[config.mk]
export PLATFORM = sky130hd
export DESIGN_NAME = stk_irq_seq
export DESIGN_NICKNAME = d
export VERILOG_FILES = /design/src/rtl/stk_pkg.sv /design/src/rtl/stk_uop_decode.sv /design/src/rtl/stk_ptr_unit.sv /design/src/rtl/stk_irq_seq.sv
export SDC_FILE = /design/constraint.sdc
export NUM_CORES = 1
export LEC_CHECK = 0
export ABC_AREA = 1
export BUFFER_PORTS_ARGS = -buffer_cell sky130_fd_sc_hd__buf_2
export CAP_MARGIN = 20
export CORE_MARGIN = 3
export CORE_UTILIZATION = 50
export DETAILED_ROUTE_END_ITERATION = 10
export GPL_TIMING_DRIVEN = 0
export PLACE_DENSITY = 0.78
export REMOVE_ABC_BUFFERS = 1
export SYNTH_ARGS = -nofsm -noshare
export SYNTH_HDL_FRONTEND = slang
export SYNTH_SLANG_ARGS = --single-unit
[constraint.sdc]
create_clock -name clk -period 4.4 [get_ports clk]
set_input_delay 0.44 -clock clk [delete_from_list [all_inputs] [get_ports clk]]
set_output_delay 0.44 -clock clk [all_outputs]
set_load 0.05 [all_outputs]
[src/rtl/stk_pkg.sv]
package stk_pkg;

    localparam int unsigned ADDR_W = 16;
    localparam int unsigned DATA_W = 8;

    localparam logic [DATA_W-1:0] SR_IRQ_DIS = 8'h04;
    localparam logic [DATA_W-1:0] SR_DECIMAL = 8'h08;
    localparam logic [DATA_W-1:0] SR_BRKFLAG = 8'h10;
    localparam logic [DATA_W-1:0] SR_ALWAYS1 = 8'h20;

    // vector block sits in the top four bytes of memory
    localparam logic [ADDR_W-3:0] VEC_BLOCK = '1;

    typedef enum logic [2:0] {
        CMD_RESET   = 3'd0,
        CMD_BREAK   = 3'd1,
        CMD_CALL    = 3'd2,
        CMD_RETURN  = 3'd3,
        CMD_IRET    = 3'd4,
        CMD_PUSH_SR = 3'd5,
        CMD_PULL_SR = 3'd6,
        CMD_UNDEF   = 3'd7
    } cmd_e;

    typedef enum logic [1:0] {UOP_WAIT, UOP_PUSH, UOP_PULL, UOP_VEC} uop_e;
    typedef enum logic [1:0] {WSRC_RHI, WSRC_RLO, WSRC_SR} wsrc_e;
    typedef enum logic [1:0] {DST_NONE, DST_LO, DST_HI, DST_SR} dst_e;

    typedef struct packed {
        uop_e       op;
        wsrc_e      wsrc;
        dst_e       dst;
        logic [1:0] vsel;
        logic       last;
    } uop_t;

endpackage

[src/rtl/stk_uop_decode.sv]
module stk_uop_decode
    import stk_pkg::*;
#(
    parameter int RST_WAIT = 5,
    parameter int STEP_W   = 3
) (
    input  cmd_e              cmd,
    input  logic [STEP_W-1:0] step,
    output uop_t              uop
);

    always_comb begin
        uop.op   = UOP_WAIT;
        uop.wsrc = WSRC_SR;
        uop.dst  = DST_NONE;
        uop.vsel = 2'd0;
        uop.last = 1'b0;
        unique case (cmd)
            CMD_RESET: begin
                if (int'(step) < RST_WAIT) begin
                    uop.op = UOP_WAIT;
                end else if (int'(step) == RST_WAIT) begin
                    uop.op   = UOP_VEC;
                    uop.dst  = DST_LO;
                    uop.vsel = 2'd0;
                end else begin
                    uop.op   = UOP_VEC;
                    uop.dst  = DST_HI;
                    uop.vsel = 2'd1;
                    uop.last = 1'b1;
                end
            end
            CMD_BREAK, CMD_UNDEF: begin
                case (step)
                    STEP_W'(0): begin uop.op = UOP_PUSH; uop.wsrc = WSRC_RHI; end
                    STEP_W'(1): begin uop.op = UOP_PUSH; uop.wsrc = WSRC_RLO; end
                    STEP_W'(2): begin uop.op = UOP_PUSH; uop.wsrc = WSRC_SR;  end
                    STEP_W'(3): begin uop.op = UOP_VEC;  uop.dst = DST_LO; uop.vsel = 2'd2; end
                    default: begin
                        uop.op = UOP_VEC; uop.dst = DST_HI; uop.vsel = 2'd3; uop.last = 1'b1;
                    end
                endcase
            end
            CMD_CALL: begin
                uop.op = UOP_PUSH;
                if (step == '0) uop.wsrc = WSRC_RHI;
                else begin uop.wsrc = WSRC_RLO; uop.last = 1'b1; end
            end
            CMD_RETURN: begin
                uop.op = UOP_PULL;
                if (step == '0) uop.dst = DST_LO;
                else begin uop.dst = DST_HI; uop.last = 1'b1; end
            end
            CMD_IRET: begin
                uop.op = UOP_PULL;
                case (step)
                    STEP_W'(0): uop.dst = DST_SR;
                    STEP_W'(1): uop.dst = DST_LO;
                    default: begin uop.dst = DST_HI; uop.last = 1'b1; end
                endcase
            end
            CMD_PUSH_SR: begin
                uop.op   = UOP_PUSH;
                uop.wsrc = WSRC_SR;
                uop.last = 1'b1;
            end
            CMD_PULL_SR: begin
                uop.op   = UOP_PULL;
                uop.dst  = DST_SR;
                uop.last = 1'b1;
            end
            default: uop.last = 1'b1;
        endcase
    end

endmodule

[src/rtl/stk_ptr_unit.sv]
module stk_ptr_unit
    import stk_pkg::*;
#(
    parameter logic [7:0] STACK_PAGE = 8'h01
) (
    input  logic              clk,
    input  logic              rst_n,
    input  logic              push,
    input  logic              pull,
    input  logic              load_top,
    output logic [7:0]        sp,
    output logic [ADDR_W-1:0] addr
);

    logic [7:0] sp_d, sp_q;
    logic [7:0] sp_inc;

    always_comb begin
        sp_inc = sp_q + 8'd1;
        sp_d   = sp_q;
        if (load_top)  sp_d = 8'hFF;
        else if (push) sp_d = sp_q - 8'd1;
        else if (pull) sp_d = sp_inc;
        addr = pull ? {STACK_PAGE, sp_inc} : {STACK_PAGE, sp_q};
    end

    always_ff @(posedge clk or negedge rst_n) begin
        if (!rst_n) sp_q <= 8'hFF;
        else        sp_q <= sp_d;
    end

    assign sp = sp_q;

    // a single stack step per cycle
    p_push_pull_excl_r2: assert property (@(posedge clk) disable iff (!rst_n)
        !(push && pull));
    // the restart load never coincides with a stack step
    p_load_alone_r4: assert property (@(posedge clk) disable iff (!rst_n)
        load_top |-> !(push || pull));

endmodule

[src/rtl/stk_irq_seq.sv]
module stk_irq_seq
    import stk_pkg::*;
#(
    parameter logic [7:0] STACK_PAGE = 8'h01,
    parameter int         RST_WAIT   = 5
) (
    input  logic              clk,
    input  logic              rst_n,
    input  logic              cmd_valid,
    input  logic [2:0]        cmd,
    input  logic [ADDR_W-1:0] pc_in,
    input  logic [DATA_W-1:0] sr_in,
    input  logic [ADDR_W-1:0] call_target,
    output logic [ADDR_W-1:0] mem_addr,
    output logic              mem_wr,
    output logic              mem_rd,
    output logic [DATA_W-1:0] mem_wdata,
    input  logic [DATA_W-1:0] mem_rdata,
    output logic              busy,
    output logic              done,
    output logic [ADDR_W-1:0] pc_out,
    output logic [DATA_W-1:0] sr_out,
    output logic [7:0]        sp_out
);

    localparam int STEP_MIN = 3;
    localparam int STEP_W   = ($clog2(RST_WAIT + 2) > STEP_MIN) ? $clog2(RST_WAIT + 2) : STEP_MIN;

    typedef struct packed {
        logic              busy;
        cmd_e              cmd;
        logic [STEP_W-1:0] step;
        logic [ADDR_W-1:0] ret;
        logic [ADDR_W-1:0] hold;
        logic [DATA_W-1:0] wsr;
        logic [DATA_W-1:0] lo;
        logic [ADDR_W-1:0] pc;
        logic [DATA_W-1:0] sr;
        logic              done;
    } st_t;

    localparam st_t ST_RESET = '{busy: 1'b0, cmd: CMD_RESET, step: '0, ret: '0, hold: '0,
                                 wsr: '0, lo: '0, pc: '0, sr: 8'h24, done: 1'b0};

    st_t               st_d, st_q;
    uop_t              uop;
    logic              push, pull, load_top;
    logic [ADDR_W-1:0] ptr_addr;
    logic [ADDR_W-1:0] fetched;
    cmd_e              cmd_in;

    assign cmd_in = cmd_e'(cmd);

    stk_uop_decode #(.RST_WAIT(RST_WAIT), .STEP_W(STEP_W)) u_dec (
        .cmd  (st_q.cmd),
        .step (st_q.step),
        .uop  (uop)
    );

    stk_ptr_unit #(.STACK_PAGE(STACK_PAGE)) u_ptr (
        .clk      (clk),
        .rst_n    (rst_n),
        .push     (push),
        .pull     (pull),
        .load_top (load_top),
        .sp       (sp_out),
        .addr     (ptr_addr)
    );

    always_comb begin
        st_d      = st_q;
        st_d.done = 1'b0;
        push      = 1'b0;
        pull      = 1'b0;
        load_top  = 1'b0;
        mem_rd    = 1'b0;
        mem_wdata = '0;
        fetched   = {mem_rdata, st_q.lo};
        mem_addr  = (uop.op == UOP_VEC) ? {VEC_BLOCK, uop.vsel} : ptr_addr;

        if (!st_q.busy) begin
            if (cmd_valid) begin
                st_d.busy = 1'b1;
                st_d.cmd  = cmd_in;
                st_d.step = '0;
                st_d.wsr  = sr_in;
                st_d.lo   = '0;
                st_d.ret  = (cmd_in == CMD_CALL) ? pc_in - 16'd1 : pc_in + 16'd1;
                st_d.hold = (cmd_in == CMD_CALL) ? call_target : pc_in;
            end
        end else begin
            st_d.step = st_q.step + 1'b1;
            case (uop.op)
                UOP_PUSH: push = 1'b1;
                UOP_PULL: begin pull = 1'b1; mem_rd = 1'b1; end
                UOP_VEC:  mem_rd = 1'b1;
                default:  ;
            endcase
            case (uop.wsrc)
                WSRC_RHI: mem_wdata = st_q.ret[15:8];
                WSRC_RLO: mem_wdata = st_q.ret[7:0];
                default:  mem_wdata = st_q.wsr | SR_BRKFLAG;
            endcase
            if (mem_rd && uop.dst == DST_LO) st_d.lo  = mem_rdata;
            if (mem_rd && uop.dst == DST_SR) st_d.wsr = mem_rdata;

            if (uop.last) begin
                st_d.busy = 1'b0;
                st_d.done = 1'b1;
                load_top  = (st_q.cmd == CMD_RESET);
                case (st_q.cmd)
                    CMD_RESET: begin
                        st_d.pc = fetched;
                        st_d.sr = (st_q.wsr | SR_IRQ_DIS) & ~SR_DECIMAL;
                    end
                    CMD_BREAK, CMD_UNDEF: begin
                        st_d.pc = fetched;
                        st_d.sr = st_q.wsr | SR_IRQ_DIS;
                    end
                    CMD_RETURN: begin
                        st_d.pc = fetched + 16'd1;
                        st_d.sr = st_q.wsr;
                    end
                    CMD_IRET: begin
                        st_d.pc = fetched;
                        st_d.sr = st_q.wsr;
                    end
                    CMD_PULL_SR: begin
                        st_d.pc = st_q.hold;
                        st_d.sr = mem_rdata | SR_ALWAYS1;
                    end
                    default: begin
                        st_d.pc = st_q.hold;
                        st_d.sr = st_q.wsr;
                    end
                endcase
            end
        end
    end

    always_ff @(posedge clk or negedge rst_n) begin
        if (!rst_n) st_q <= ST_RESET;
        else        st_q <= st_d;
    end

    assign mem_wr = push;
    assign busy   = st_q.busy;
    assign done   = st_q.done;
    assign pc_out = st_q.pc;
    assign sr_out = st_q.sr;

    p_rw_excl_r3: assert property (@(posedge clk) disable iff (!rst_n)
        !(mem_wr && mem_rd));
    p_idle_quiet_r3: assert property (@(posedge clk) disable iff (!rst_n)
        !busy |-> !(mem_wr || mem_rd));
    p_done_pulse_r3: assert property (@(posedge clk) disable iff (!rst_n)
        done |=> !done);
    p_done_after_busy_r3: assert property (@(posedge clk) disable iff (!rst_n)
        done |-> (!busy && $past(busy)));
    p_push_addr_r2: assert property (@(posedge clk) disable iff (!rst_n)
        mem_wr |-> (mem_addr[15:8] == STACK_PAGE && mem_addr[7:0] == sp_out));
    p_push_dec_r2: assert property (@(posedge clk) disable iff (!rst_n)
        mem_wr |=> (sp_out == $past(sp_out) - 8'd1));
    p_pull_addr_r2: assert property (@(posedge clk) disable iff (!rst_n)
        (mem_rd && mem_addr[15:8] == STACK_PAGE) |-> (mem_addr[7:0] == sp_out + 8'd1));
    p_pull_sp_r2: assert property (@(posedge clk) disable iff (!rst_n)
        (mem_rd && mem_addr[15:8] == STACK_PAGE) |=> (sp_out == $past(mem_addr[7:0])));
    p_vec_reads_r4: assert property (@(posedge clk) disable iff (!rst_n)
        (mem_rd && mem_addr[15:8] != STACK_PAGE) |-> (mem_addr[15:2] == VEC_BLOCK));
    p_cmd_held_r11: assert property (@(posedge clk) disable iff (!rst_n)
        (busy && $past(busy)) |-> $stable(st_q.cmd));

endmodule

; Word level (Yosys, flattened, before mapping)
; Index checks and enable logic that the tools add are counted.
[totals]
ff_bits = 88
in_bits = 54
elab_cells = 105
[op_classes]
addsub = 6
order_cmp = 1
eq_ne = 20
mux = 46
bitwise = 1
n_reduce_logical = 20
[ops]
columns = operator, count
row1 = 24-bit one-hot mux with 5 select lines, 1
row2 = 16-bit two-way mux, 4
row3 = 8-bit two-way mux, 7
row4 = 55-bit two-way mux, 1
row5 = "16-bit by 1-bit adder with 16-bit output, second input constant", 2
row6 = 1-bit two-way mux, 18
row7 = 2-bit one-hot mux with 2 select lines, 4
row8 = 8-bit one-hot mux with 2 select lines, 1
row9 = "16-bit by 1-bit subtractor with 16-bit output, second input constant", 1
row10 = "3-bit by 2-bit == test with 1-bit output, second input constant", 5
row11 = "3-bit == test, second input constant", 5
row12 = 2-bit OR reduction, 6
row13 = 2-bit one-hot mux with 5 select lines, 1
row14 = "8-bit by 1-bit adder with 8-bit output, second input constant", 1
row15 = 2-bit one-hot mux with 4 select lines, 1
row16 = 4-bit one-hot mux with 2 select lines, 1
row17 = 2-bit AND reduction, 4
row18 = "8-bit by 1-bit subtractor with 8-bit output, second input constant", 1
row19 = "2-bit by 1-bit == test with 1-bit output, second input constant", 3
row20 = "2-bit == test, second input constant", 3
row21 = "3-bit by 1-bit == test with 1-bit output, second input constant", 2
row22 = 3-bit logical NOT, 2
row23 = 2-bit two-way mux, 3
row24 = 3-bit OR reduction, 2
row25 = 13 further kinds, 15

; Logic depth before layout (Yosys ltp)
; Gate-level depths: netlist of the first run.
[depth]
depth_word = 11
mapped_depth = 15

; Cells and area by module
; Synthesis of the first run repeated with hierarchy kept, for this count alone.
[hier_totals]
cells_unflattened = 922
area_unflattened_um2 = 6241.0
[by_module_without_submodules]
columns = mod, instances, cells_each, area_per_inst_um2, seq_area_each_um2
row1 = stk_irq_seq, 1, 735, 5121.2, 2004.4
row2 = stk_ptr_unit, 1, 133, 852.1, 210.2
row3 = stk_uop_decode, 1, 54, 267.8, 0.0

; Worst setup path before layout of the first run
; No wires, ideal clock.
[synth_path]
kind = register to output
from = register st_q[78] (netlist bit)
to = output mem_addr[3]
arrival_time_ns = 2.329
setup_slack_ns = 1.631
stages_incl_launch_ff = 10
n_path_buf = 2
path_cell_list = dfrtp_1 buf_6 inv_2 nand3_1 nand2_2 nor2_1 nand2_2 inv_2 buf_6 o21ai_0
[synth_between]
elab_chain_cells = 8
[synth_lines]
columns = element, line_no
row1 = "start, declared", stk_irq_seq.sv:45  ; st_t st_d, st_q;
row2 = "start signal, assigned", stk_irq_seq.sv:143  ; else st_q <= st_d;
row3 = "3-bit by 2-bit == test with 1-bit output, or another cell as far along", stk_uop_decode.sv:18  ; unique case (cmd)
row4 = "3-bit OR reduction (no line), or another cell as far along", -
row5 = 2-bit one-hot mux with 4 select lines (*), stk_uop_decode.sv:18
row6 = 2-bit == test, stk_irq_seq.sv:93  ; case (uop.op)
row7 = 1-bit two-way mux, stk_irq_seq.sv:93
row8 = 1-bit two-way mux, stk_irq_seq.sv:81  ; if (!st_q.busy) begin
row9 = 8-bit two-way mux, stk_ptr_unit.sv:24  ; addr = pull ? {STACK_PAGE, sp_inc} : {STACK_PAGE, sp_q};
row10 = 16-bit two-way mux (*), stk_irq_seq.sv:79  ; mem_addr = (uop.op == UOP_VEC) ? {VEC_BLOCK, uop.vsel} : ptr_addr;
row11 = "end, declared", stk_irq_seq.sv:14  ; output logic [ADDR_W-1:0] mem_addr,
; Every way passes the cells marked *; elsewhere a longest branch is shown, timed or not.

; Final worst setup path of the first run
[layout_path]
from = input cmd[2]
to = register st_q[69] (netlist bit)
[layout_between]
elab_chain_cells = 2
[layout_lines]
columns = element, line_no
row1 = "start, declared", stk_irq_seq.sv:10  ; input logic [2:0] cmd,
row2 = 3-bit by 2-bit == test with 1-bit output, stk_irq_seq.sv:88  ; st_d.ret = (cmd_in == CMD_CALL) ? pc_in - 16'd1 : pc_in + 16'd1;
row3 = 16-bit two-way mux, stk_irq_seq.sv:88
; No other way between the ends.
; A chain may end at the register's enable or synchronous reset.

==> results_dict.tcl, run 1 <==
set metrics [dict create \
    maxCapViolations 0 \
    synth.top_cell.area_share_pct 30.9 \
    synthTopCellsByCount "nand2_1, nor2_1, dfrtp_1, nand3_1, o21ai_0" \
    htree_num_levels 3 \
    routabilityCongestion 0.908 \
    end_kind "register" \
    worst_slack_ps 1200 \
    seqCellArea_sq_um 2210 \
    status "finished clean" \
    ant_nets 0 \
    grt_start_max_net_pins 61 \
    syn_avg_cell_area_sq_um 6.89 \
    synthCells 916 \
    dieHeight_um 118 \
    cp-start-kind "input port" \
    cts_buffer_depth 2 \
    grt_pass1_wl_mm 28.4 \
    ctsHoldBuffers 0 \
    synth.ff_latch_count 88 \
    die_x_um 118 \
    detail_route.wl_per_cell_um 15.0 \
    rsz0062_at_grt "false" \
    min_path_type "input port to asynchronous set/reset pin" \
    drtIter0Drc 565 \
    grtUsageTotal_pct 24.8 \
    fmax_mhz 312 \
    dpl.hpwl_mm 12.8 \
    cts_root_buf "clkbuf_16" \
    synthFlopType "dfrtp_1" \
    clk_latency_ps 350 \
    setup-violations-final 0 \
    diodes 0 \
    cts_resized 0 \
    final_cells 1152 \
    hold_violations 0 \
    vias 6242 \
    use_met3_pct 2.82 \
    die-area_sq_um 14000 \
    finalClockSkew_ps 11.3 \
    met1_usage_pct 34.8 \
    initial_core_util_pct 51.9 \
    cts_tree "yes" \
    multi_input_area_sq_um 3420 \
    finalSetupTns_ps 0 \
    synth_edf_count 0 \
    final_util_pct 58.3 \
    clk_pin_slew_ps 70 \
    post_cts_buffers 0 \
    synth_async_sr_flop_share_pct 100 \
    final_layout_size_suffix_gt1_share_pct 17.5 \
    synth_cell_types 43 \
    yosysSeqAreaShare_pct 35.1 \
    r2r_slack_ps 1780 \
    vias_per_cell 5.42 \
    top_usage_layer "met2" \
    ys_top_cells_by_area "dfrtp_1, nand2_1, nand3_1" \
    use_met2_pct 40.3 \
    cp.arrival_ps 3430 \
    core_sq_um 12200 \
    yosys_warnings 0 \
    place_ws_ps 801 \
    fillers 1210 \
    worst_slew_pin_slew_ps 1010 \
    max_slew_margin_pct 32.4 \
    rows 40 \
    numCtsBuffers 9 \
    antenna_found_initial 0 \
    clock_sinks 88 \
    finalCritPeriodShare_pct 72.8 \
    drv_slew 0 \
    synth_area_sq_um 6310 \
    dp.cells 1136 \
    grt_pass1_vias 5722 \
    layout.nets 1057 \
    ioPinCount 114 \
    synth_most_common_cell "nand2_1" \
    worstPathRequired_ps 4630 \
    synth_top_area_cell "dfrtp_1" \
    critPathKind "input port to register" \
    area_growth_pct 12.2 \
    finalCriticalPeriod_ps 3200 \
    dr.pass1.iters 6 \
    route.detailed.drc 0 \
    grt_overflow 0 \
    finalWirelength_mm 17.2 \
    critPathMaxFanout 28 \
    portBuffers 112 \
]
through the flow:
| step | cell area (sq um) | hold slack, ps |
|---|---|---|
| 2_1_floorplan | 5920 | 144 |
| 3_3_place_gp | 6690 | 458 |
| 3_5_place_dp | 6780 | 405 |
| 4_1_cts | 7060 | 35.8 |
| 5_1_grt | 7090 | 51.7 |
| 6_report | 7090 | 31.1 |
final timing paths:
| kind | from | depth (start not counted) | endpoint |
|---|---|---|---|
| hold reg to reg | pc_out[7] | 2 | pc_out[7] |
| setup / recovery | cmd[2] | 13 | st_q[69] |
| hold / removal | rst_n | 1 | st_q[50] |
| setup reg to reg | st_q[76] | 9 | pc_out[7] |
| max in group asynchronous | rst_n | 2 | u_ptr.sp[0] |
| min in group clk | cmd[1] | 3 | st_q[77] |
per-layer routing:
metal | vias up | wire [um]
li1 | 3085 | -
met2 | 252 | 8160
met3 | 30 | 1120
met1 | 2875 | 7620
met4 | 0 | 325
met5 | - | 0
kinds of logic (layout without fill, tap and decap cells):
kind of cell / Yosys count / after routing / synth area share, %
AOI/OAI and AO/OA: 151 / 151 / 13.1
xor gates and xnor gates: 18 / 18 / 2.50
adders and majority gates: 23 / 23 / 4.68
buffers and inverters: 142 / 210 / 10.9
DFF: 88 / 88 / 35.1
other: 1 / 1 / 0.0594
and+or+nand+nor: 493 / 493 / 33.7
layout by cell type, fill, tap and decap left out, drive strengths merged, types with 2 or more instances in the layout:
master | netlist | final
a21boi | 2 | 2
a21o | 3 | 3
a21oi | 45 | 45
a22oi | 2 | 2
buf | 46 | 117
clkbuf | 18 | 11
clkinv | 1 | 3
dfrtp | 78 | 78
dfstp | 10 | 10
ha | 22 | 22
inv | 77 | 77
nand2 | 296 | 296
nand3 | 80 | 80
nand3b | 5 | 5
nand4 | 17 | 17
nor2 | 86 | 86
nor3 | 4 | 4
o211ai | 5 | 5
o21ai | 74 | 74
o21bai | 2 | 2
o22ai | 15 | 15
or2 | 4 | 4
xnor2 | 7 | 7
xor2 | 11 | 11
final cells by class:
type | instances | share of cell area, %
Sequential cell | 88 | 31.2
Multi-Input combinational cell | 686 | 48.2
Clock inverter | 4 | 0.671
Tap cell | 168 | 2.97
Clock buffer | 11 | 3.28
Timing Repair Buffer | 117 | 9.50
Inverter | 78 | 4.13
state kept, by name, summed over array words and instances (netlist names):
register and cells:
u_ptr.sp 8, sr_out 8, fetched 8, busy 1, pc_out 16, done 1
st_q 46
critical path, cell delays in order:
cell	delay [ps]
buf_2	100
inv_1	50
nand3_1	620
inv_1	900
ha_1	420
a21oi_1	310
nor2_1	70
nor2_1	90
nand2_1	80
nand2_1	90
nand3b_1	80
nand3_1	90
nand2_1	60
Power of run 1 is left out: the tool's default activity adds up to more than one toggle a clock period on the data nets, which glitch-free logic cannot reach.
==> run 2, diff against run 1 <==
==> constraint.sdc (replaced) <==
create_clock -name clk -period 3.3 [get_ports clk]
set_input_delay 0.33 -clock clk [delete_from_list [all_inputs] [get_ports clk]]
set_output_delay 0.33 -clock clk [all_outputs]
set_load 0.05 [all_outputs]
==> run 2 against run 1 <==
- worst hold slack improved by 190 ps
- flip-flop and latch count did not move
- non-clock buffer count rose by 1
- utilization rose by 0.15 points
- clock-buffer cell count did not move
- first-iteration DRC count rose by 12%
- wire length rose by 0.56%
- global-route usage did not move
- worst setup slack got worse by 910 ps
- final area rose by 0.26%
- via count rose by 0.24%
==> results_dict.tcl, run 2 (synthesis gave the netlist of run 1 again) <==
set metrics [dict create \
    grt_overflow 0 \
    critPathMaxFanout 22 \
    setup-violations-final 0 \
    drv_slew 0 \
    detail_route.wl_per_cell_um 15.0 \
    finalClockSkew_ps 11.4 \
    rows 40 \
    numCtsBuffers 9 \
    dpl.hpwl_mm 12.8 \
    worst_slew_pin_slew_ps 1070 \
    portBuffers 112 \
    grt_pass1_wl_mm 28.4 \
    largest_reg_flops 46 \
    min_path_type "input port to register" \
    critPathKind "input port to register" \
    cts_buffer_depth 2 \
    cp.arrival_ps 3240 \
    cts_root_buf "clkbuf_16" \
    grtUsageTotal_pct 24.8 \
    rsz0062_at_grt "false" \
    end_kind "register" \
    clk_latency_ps 350 \
    finalCritPeriodShare_pct 91.4 \
    clock_sinks 88 \
    vias 6257 \
    finalWirelength_mm 17.3 \
    grt_start_max_net_pins 61 \
    post_cts_buffers 0 \
    finalSetupTns_ps 0 \
    worstPathRequired_ps 3530 \
    status "finished clean" \
    htree_num_levels 3 \
    vias_per_cell 5.42 \
    finalCriticalPeriod_ps 3020 \
    grt_pass1_vias 5723 \
    layout_common_cells "nand2_1, buf_2, nor2_1, dfrtp_1, nand3_1" \
    die-area_sq_um 14000 \
    hold_violations 0 \
    top_register "st_q" \
    routabilityCongestion 0.908 \
    cp-start-kind "input port" \
    cts_tree "yes" \
    route.detailed.drc 0 \
    maxCapViolations 0 \
    layout.nets 1059 \
    whs_path_depth 3 \
    initial_core_util_pct 51.9 \
    fmax_mhz 332 \
    final_util_pct 58.4 \
    clk_pin_slew_ps 60 \
    layout_commonest_cell "nand2_1" \
    r2r_cells 9 \
    ioPinCount 114 \
    antenna_found_initial 0 \
    fillers 1210 \
    diodes 0 \
    final_layout_size_suffix_gt1_share_pct 17.6 \
    dieHeight_um 118 \
    ant_nets 0 \
    core_sq_um 12200 \
    drtIter0Drc 630 \
    die_x_um 118 \
    max_slew_margin_pct 28.7 \
    dr.pass1.iters 5 \
    area_growth_pct 12.5 \
]
==> run 2: cell count changes in the layout (fill, tap and decap cells not counted), sizes merged <==
cell         change
dlygate4sd3      +1
clkinvlp         +2
inv              -1
==> run 2: area by class of cell <==
cell class	count	area, sq um	share of cell area (%)
Clock buffer	11	233	3.28
Clock inverter	4	47.5	0.669
Inverter	78	297	4.17
Multi-Input combinational cell	686	3420	48.1
Sequential cell	88	2210	31.2
Tap cell	168	210	2.96
Timing Repair Buffer	118	683	9.61
Timing Repair inverter	1	5.00	0.0704
==> run 2: worst max-delay path, cell delays in order <==
cell        delay (ps)
buf_2               80
inv_1               40
nand3_1            770
clkinvlp_4         620
ha_1               500
a21oi_1            320
nor2_1              70
nor2_1              90
nand2_1             80
nand2_1             90
nand3b_1            80
nand3_1             90
nand2_1             60
==> run 2: stage by stage <==
stage               worst slack (ps)  hold slack (ps)  area [sq um]  cells
global route                    25.6              239          7110   1154
CTS                              158              222          7070   1152
detailed placement              -189              295          6780   1136
finish                           284              225          7110   1154
global placement               -1420              458          6690   1132
floorplan                       -940             34.4          5920    852
==> run 2: worst paths after layout <==
check | slack [ps] | from | end
setup / recovery | 280 | cmd[2] | st_q[69]
hold reg to reg | 470 | pc_out[7] | pc_out[7]
max in group asynchronous | 2160 | rst_n | u_ptr.sp[0]
min in group asynchronous | 470 | rst_n | st_q[56]
setup reg to reg | 660 | st_q[76] | pc_out[7]
hold / removal | 230 | cmd[1] | st_q[77]
==> run 2: layer usage <==
metal / track usage, % / wire, um
met2: 40.3 / 8220
met4: 7.60 / 318
met5: 0 / 0
met3: 2.82 / 1010
met1: 34.8 / 7770
==> run 2: timing repair <==
item	in CTS	in global routing
endpoints found under the hold margin	28	0
resized for setup	0	1
endpoints found under the setup margin	0	11
hold buffers	1	0
Power of run 2 is left out for the same reason.
